--- config.mk ---
export PLATFORM = sky130hd
export DESIGN_NAME = uart_dma_ready
export DESIGN_NICKNAME = d
export VERILOG_FILES = /design/src/rtl/uart_dma_pkg.sv /design/src/rtl/char_timeout.sv /design/src/rtl/rx_chan_ready.sv /design/src/rtl/tx_chan_ready.sv /design/src/rtl/uart_dma_ready.sv
export SDC_FILE = /design/constraint.sdc
export NUM_CORES = 1
export LEC_CHECK = 0
export BUFFER_PORTS_ARGS = -buffer_cell sky130_fd_sc_hd__buf_2
export CAP_MARGIN = 10
export CORE_ASPECT_RATIO = 0.9
export CORE_MARGIN = 2
export CORE_UTILIZATION = 54
export CTS_BUF_LIST = sky130_fd_sc_hd__clkbuf_4
export DETAILED_ROUTE_END_ITERATION = 6
export PLACE_DENSITY = 0.88
export SLEW_MARGIN = 30
export SYNTH_ARGS = -nofsm -noshare
export SYNTH_HDL_FRONTEND = slang
export SYNTH_HIERARCHICAL = 1
export SYNTH_SLANG_ARGS = --single-unit
export TNS_END_PERCENT = 5
--- constraint.sdc ---
create_clock -name clk -period 4.4 [get_ports clk]
set_clock_uncertainty 0.05 [all_clocks]
set_input_delay 0 -clock clk [delete_from_list [all_inputs] [get_ports clk]]
set_output_delay 0 -clock clk [all_outputs]
set_load 0.005 [all_outputs]
--- src/rtl/uart_dma_pkg.sv ---
package uart_dma_pkg;

  localparam int TRIG_SEL_W = 2;

  // Receive trigger select decoding
  function automatic int unsigned trig_bytes(input logic [TRIG_SEL_W-1:0] sel);
    case (sel)
      2'd0:    return 1;
      2'd1:    return 4;
      2'd2:    return 8;
      default: return 14;
    endcase
  endfunction

endpackage

--- src/rtl/char_timeout.sv ---
module char_timeout #(
  parameter int TO_CHARS = 4
) (
  input  logic clk,
  input  logic rst_n,
  input  logic nonempty,
  input  logic restart,
  input  logic tick,
  output logic expired
);
  localparam int CNT_W = $clog2(TO_CHARS + 1);
  localparam logic [CNT_W-1:0] LIMIT = CNT_W'(TO_CHARS);

  logic [CNT_W-1:0] cnt_q;

  always_ff @(posedge clk or negedge rst_n) begin
    if (!rst_n)                          cnt_q <= '0;
    else if (restart || !nonempty)       cnt_q <= '0;
    else if (tick && cnt_q != LIMIT)     cnt_q <= cnt_q + 1'b1;
  end

  assign expired = (cnt_q == LIMIT);

  a_r6_restart_clears: assert property (@(posedge clk) disable iff (!rst_n)
    restart |=> cnt_q == '0);
  a_r7_idle_when_empty: assert property (@(posedge clk) disable iff (!rst_n)
    !nonempty |=> cnt_q == '0);
  a_r5_count_bounded: assert property (@(posedge clk) disable iff (!rst_n)
    cnt_q <= LIMIT);
endmodule

--- src/rtl/rx_chan_ready.sv ---
module rx_chan_ready
  import uart_dma_pkg::*;
#(
  parameter int LVL_W    = 5,
  parameter int TO_CHARS = 4
) (
  input  logic                  clk,
  input  logic                  rst_n,
  input  logic [LVL_W-1:0]      level,
  input  logic [TRIG_SEL_W-1:0] trig_sel,
  input  logic                  mode,
  input  logic                  push,
  input  logic                  pop,
  input  logic                  tick,
  output logic                  act
);
  logic nonempty, expired, at_trig, batch_act, hold_q;
  logic [LVL_W-1:0] trig_lvl;

  assign nonempty = (level != '0);
  assign trig_lvl = LVL_W'(trig_bytes(trig_sel));
  assign at_trig  = (level >= trig_lvl);

  char_timeout #(.TO_CHARS(TO_CHARS)) i_timeout (
    .clk     (clk),
    .rst_n   (rst_n),
    .nonempty(nonempty),
    .restart (push | pop),
    .tick    (tick),
    .expired (expired)
  );

  // Batching mode: latch the request until the FIFO drains
  assign batch_act = nonempty && (hold_q || at_trig || expired);

  always_ff @(posedge clk or negedge rst_n) begin
    if (!rst_n) hold_q <= 1'b0;
    else        hold_q <= batch_act;
  end

  assign act = mode ? batch_act : nonempty;

  a_r4_release_on_empty: assert property (@(posedge clk) disable iff (!rst_n)
    !nonempty |=> !hold_q);
  a_r4_sticky_until_empty: assert property (@(posedge clk) disable iff (!rst_n)
    (mode && $past(act) && nonempty && $past(mode)) |-> act);
  a_r3_trigger_asserts: assert property (@(posedge clk) disable iff (!rst_n)
    (mode && level >= trig_lvl && nonempty) |-> act);
endmodule

--- src/rtl/tx_chan_ready.sv ---
module tx_chan_ready #(
  parameter int DEPTH = 16,
  parameter int LVL_W = 5
) (
  input  logic             clk,
  input  logic             rst_n,
  input  logic [LVL_W-1:0] level,
  input  logic             mode,
  output logic             act
);
  localparam logic [LVL_W-1:0] FULL = LVL_W'(DEPTH);

  assign act = mode ? (level < FULL) : (level == '0);

  a_r9_full_no_request: assert property (@(posedge clk) disable iff (!rst_n)
    (mode && level >= FULL) |-> !act);
  a_r8_busy_no_request: assert property (@(posedge clk) disable iff (!rst_n)
    (!mode && level != '0) |-> !act);
endmodule

--- src/rtl/uart_dma_ready.sv ---
module uart_dma_ready
  import uart_dma_pkg::*;
#(
  parameter int NCH      = 4,
  parameter int DEPTH    = 16,
  parameter int TO_CHARS = 4,
  parameter int LVL_W    = $clog2(DEPTH + 1)
) (
  input  logic                      clk,
  input  logic                      rst_n,
  input  logic [NCH*LVL_W-1:0]      rx_level,
  input  logic [NCH*LVL_W-1:0]      tx_level,
  input  logic [NCH*TRIG_SEL_W-1:0] trig_sel,
  input  logic [NCH-1:0]            mode,
  input  logic [NCH-1:0]            rx_push,
  input  logic [NCH-1:0]            rx_pop,
  input  logic [NCH-1:0]            char_tick,
  output logic                      rxrdy_n,
  output logic                      txrdy_n
);
  logic [NCH-1:0] rx_act, tx_act;

  for (genvar c = 0; c < NCH; c++) begin : g_ch
    rx_chan_ready #(.LVL_W(LVL_W), .TO_CHARS(TO_CHARS)) i_rx (
      .clk     (clk),
      .rst_n   (rst_n),
      .level   (rx_level[c*LVL_W +: LVL_W]),
      .trig_sel(trig_sel[c*TRIG_SEL_W +: TRIG_SEL_W]),
      .mode    (mode[c]),
      .push    (rx_push[c]),
      .pop     (rx_pop[c]),
      .tick    (char_tick[c]),
      .act     (rx_act[c])
    );
    tx_chan_ready #(.DEPTH(DEPTH), .LVL_W(LVL_W)) i_tx (
      .clk  (clk),
      .rst_n(rst_n),
      .level(tx_level[c*LVL_W +: LVL_W]),
      .mode (mode[c]),
      .act  (tx_act[c])
    );
  end

  // Active-low per-channel requests combined by AND
  always_ff @(posedge clk or negedge rst_n) begin
    if (!rst_n) begin
      rxrdy_n <= 1'b1;
      txrdy_n <= 1'b0;
    end else begin
      rxrdy_n <= &(~rx_act);
      txrdy_n <= &(~tx_act);
    end
  end

  a_r10_rx_any_low: assert property (@(posedge clk) disable iff (!rst_n)
    (|rx_act) |=> !rxrdy_n);
  a_r10_rx_none_high: assert property (@(posedge clk) disable iff (!rst_n)
    !(|rx_act) |=> rxrdy_n);
  a_r10_tx_any_low: assert property (@(posedge clk) disable iff (!rst_n)
    (|tx_act) |=> !txrdy_n);
  a_r10_tx_none_high: assert property (@(posedge clk) disable iff (!rst_n)
    !(|tx_act) |=> txrdy_n);
endmodule

==> results.sh <==
export IMPL_dpl_cell_count=289
export IMPL_postPlaceCellArea_sq_mm=0.002101
export IMPL_final_layout_size_suffix_gt1_share_pct=33.71
export IMPL_viasPerCell=5.366
export IMPL_wl_met1_microns=1812
export IMPL_clk_pin_slew_worst_paths_ns=0.11
export IMPL_vias=1642
export IMPL_crit_buf_inv=1
export IMPL_final_common_cell="buf_2"
export IMPL_p_int_mw=0.2602
export IMPL_netlist_instances=180
export IMPL_drc=0
export IMPL_pwr_share_comb_pct=29.5
export IMPL_fillCellCount=227
export IMPL_synth_top_area_share_pct=24.84
export IMPL_num_rows=19
export IMPL_cts_resized=0
export IMPL_initial_core_util_pct=56.29
export IMPL_required_ns=4.57
export IMPL_end_kind="flop"
export IMPL_die_area_sq_mm=0.003639
export IMPL_routabilityCongestion=0.7866
export IMPL_syn_area_per_cell_sq_um=9.516
export IMPL_cts_tree="built"
export IMPL_arrival_ns=2.19
export IMPL_p_seq_share_pct=47.0
export IMPL_ant_nets=0
export IMPL_slew_violations=0
export IMPL_drt_iter0_drc=76
export IMPL_cp_max_fo=4
export IMPL_status="completed"
export IMPL_wl_microns=3953
export IMPL_p_leak_nw=1.098
export IMPL_hold_violations=0
export IMPL_critPathTopFamily="simple AND/OR/NAND/NOR gates"
export IMPL_ys_ff_latch=18
export IMPL_slowest_delay_ns=0.44
export IMPL_rsz0062_at_grt="false"
export IMPL_hold_buffers=13
export IMPL_htreeDepth=1
export IMPL_reg2regPathDepth=7
export IMPL_layout_nets=355
export IMPL_core_sq_mm=0.003043
export IMPL_grt_max_degree=19
export IMPL_cp_num_cells=7
export IMPL_cts_sinks=18
export IMPL_layoutNonFillerInstCount=306
export IMPL_slew_headroom_pct=72.07
export IMPL_p_sw_mw=0.1078
export IMPL_synth_area_leaders="dfrtp_1, ha_1, inv_1, nand3b_1, mux2i_1"
export IMPL_worstPathCellList="inv_1 > ha_1 > and2_1 > or4_4 > o32ai_1 > nor2_1 > nor4_2"
export IMPL_clk_latency_ns=0.30
export IMPL_fmax_mhz=495.1
export IMPL_antenna_found_initial=0
export IMPL_fin_crit_ns=2.020
export IMPL_wl_met3_microns=184
export IMPL_dr_pass1_iters=4
export IMPL_die_h_microns=57.43
export IMPL_grt_use_total_pct=24.95
export IMPL_worst_pin_slew_ns=0.4189
export IMPL_cts_root_buffer="clkbuf_4"
export IMPL_cts_setup_buffers=0
export IMPL_n_antenna_cell=0
export IMPL_worst_setup_path_type="reg -> reg"
export IMPL_setup_viol=0
export IMPL_netlist_top_cell_by_area="dfrtp_1"
export IMPL_fin_crit_sh_pct=45.91
export IMPL_synth_ff_type="dfrtp_1"
export IMPL_clockBufferDepth=2
export IMPL_ios=68
export IMPL_io_buffers=67
export IMPL_synth_edff_count=0
export IMPL_syn2layout_area_growth_pct=31.77
export IMPL_vdd_drop_max_uv=193.2
export IMPL_critPathSlowestCell="or4_4"
export IMPL_crit_path_start_kind="flop"
export IMPL_synth_warnings=6
export IMPL_min_path_cells=3
export IMPL_synthesis_nets=270
export IMPL_mappedNetlistArea_sq_mm=0.001713
export IMPL_dp_hpwl_microns=3177
export IMPL_max_cap_viol_count=0
export IMPL_routed_top_layer="met4"
export IMPL_hp_class="in -> reg"
export IMPL_p_per_area_mw_per_mm2=163.1
export IMPL_post_drt_wl_per_cell_microns=12.92
export IMPL_grt_first_pass_wirelength_microns=7293
export IMPL_finish_instance_area_sq_mm=0.002257
export IMPL_wl_met2_microns=1865
export IMPL_p_sw_share_pct=29.30
export IMPL_ys_types=24
export IMPL_ys_seq_area_share_pct=26.37
export IMPL_gr_total_overflow=0
export IMPL_layout_common_cells="buf_2, inv_1, ha_1, dfrtp_1, dlygate4sd3_1"
export IMPL_grt_pass1_vias=1731
export IMPL_clkPwrFrac_pct=23.5
export IMPL_fp_dieW_microns=63.37
export IMPL_async_flop_share_pct=100.0
export IMPL_numCtsBuffers=3
export IMPL_tns_ns=0
power by group through the flow:
| stage | Combinational [mW] | Sequential [mW] | Clock [mW] |
|---|---|---|---|
| final | 0.109 | 0.173 | 0.0866 |
| after global routing | 0.123 | 0.174 | 0.0980 |
| after CTS | 0.108 | 0.173 | 0.0892 |
| after detailed placement | 0.0986 | 0.176 | 0 |
| after global placement | 0.0952 | 0.176 | 0 |
| after floorplan | 0.0497 | 0.176 | 0 |
worst register-to-register path, cell delays in order, from the launching register on:
cell and delay (ns):
dfrtp_1 0.40, inv_1 0.06, ha_1 0.22, and2_1 0.16, or4_4 0.44, o32ai_1 0.26
nor2_1 0.09, nor4_2 0.27
Yosys cell counts (8+ instances only):
| cell type | n |
|---|---|
| inv_1 | 28 |
| or4_1 | 8 |
| or3b_1 | 8 |
| mux2i_1 | 8 |
| nand3b_1 | 12 |
| dfrtp_1 | 17 |
| ha_1 | 24 |
| a21oi_1 | 8 |
| nor2_1 | 12 |
metal layers:
layer	vias up	track usage, %
met5	-	0
li1	838	-
met4	0	7.764
met2	51	43.76
met3	8	4.931
met1	745	31.13
cell type report:
class | instances | area [sq um] | share of cell area (%)
clock buffer | 3 | 22.52 | 0.9978
tap | 42 | 52.55 | 2.328
inverter | 28 | 105.1 | 4.656
clock inverter | 1 | 3.754 | 0.1663
sequential | 18 | 451.7 | 20.01
timing repair buffer | 80 | 465.4 | 20.62
multi-input combinational | 134 | 1156 | 51.22
stage by stage:
step                setup WS, ns  total power, mW  utilization, %  hold WS, ns
finish                     2.380           0.3680           74.18     0.006161
global route               2.182           0.3950           74.18     0.003702
CTS                        2.381           0.3702           74.18     0.003090
detailed placement         2.394           0.2748           69.04     -0.08410
global placement           2.496           0.2709           69.04     -0.08734
floorplan                  2.539           0.2253               -      -0.3456
flip-flops by register name, summed over array words and instances (netlist names):
register / flops
g_ch.i_rx/hold_q: 4
g_ch.i_rx/i_timeout/cnt_q: 12
txrdy_n: 1
rxrdy_n: 1
logic make-up after synthesis:
kind of cell	Yosys count	synth area share (%)
AO/OA/AOI/OAI	32	14.61
buffers and inverters	28	6.136
adder cells (fa/ha/maj)	24	17.53
multiplexers	8	4.675
AND/OR/NAND/NOR	70	30.68
flip-flops	18	26.37
path summary, 6_finish.rpt:
path / from / slack [ns] / end
worst min register to register: g_ch[0].i_rx/i_timeout/cnt_q[1] / 0.54 / g_ch[0].i_rx/i_timeout/cnt_q[1]
max in group asynchronous: rst_n / 3.86 / rxrdy_n
min in group asynchronous: rst_n / 0.11 / g_ch[1].i_rx/i_timeout/cnt_q[0]
worst max-delay path: g_ch[0].i_rx/i_timeout/cnt_q[0] / 2.38 / rxrdy_n
worst min-delay path: tx_level[14] / 0.006 / txrdy_n
worst max register to register: g_ch[0].i_rx/i_timeout/cnt_q[0] / 2.38 / rxrdy_n
Note: power is estimated with default switching activity, not from simulation.
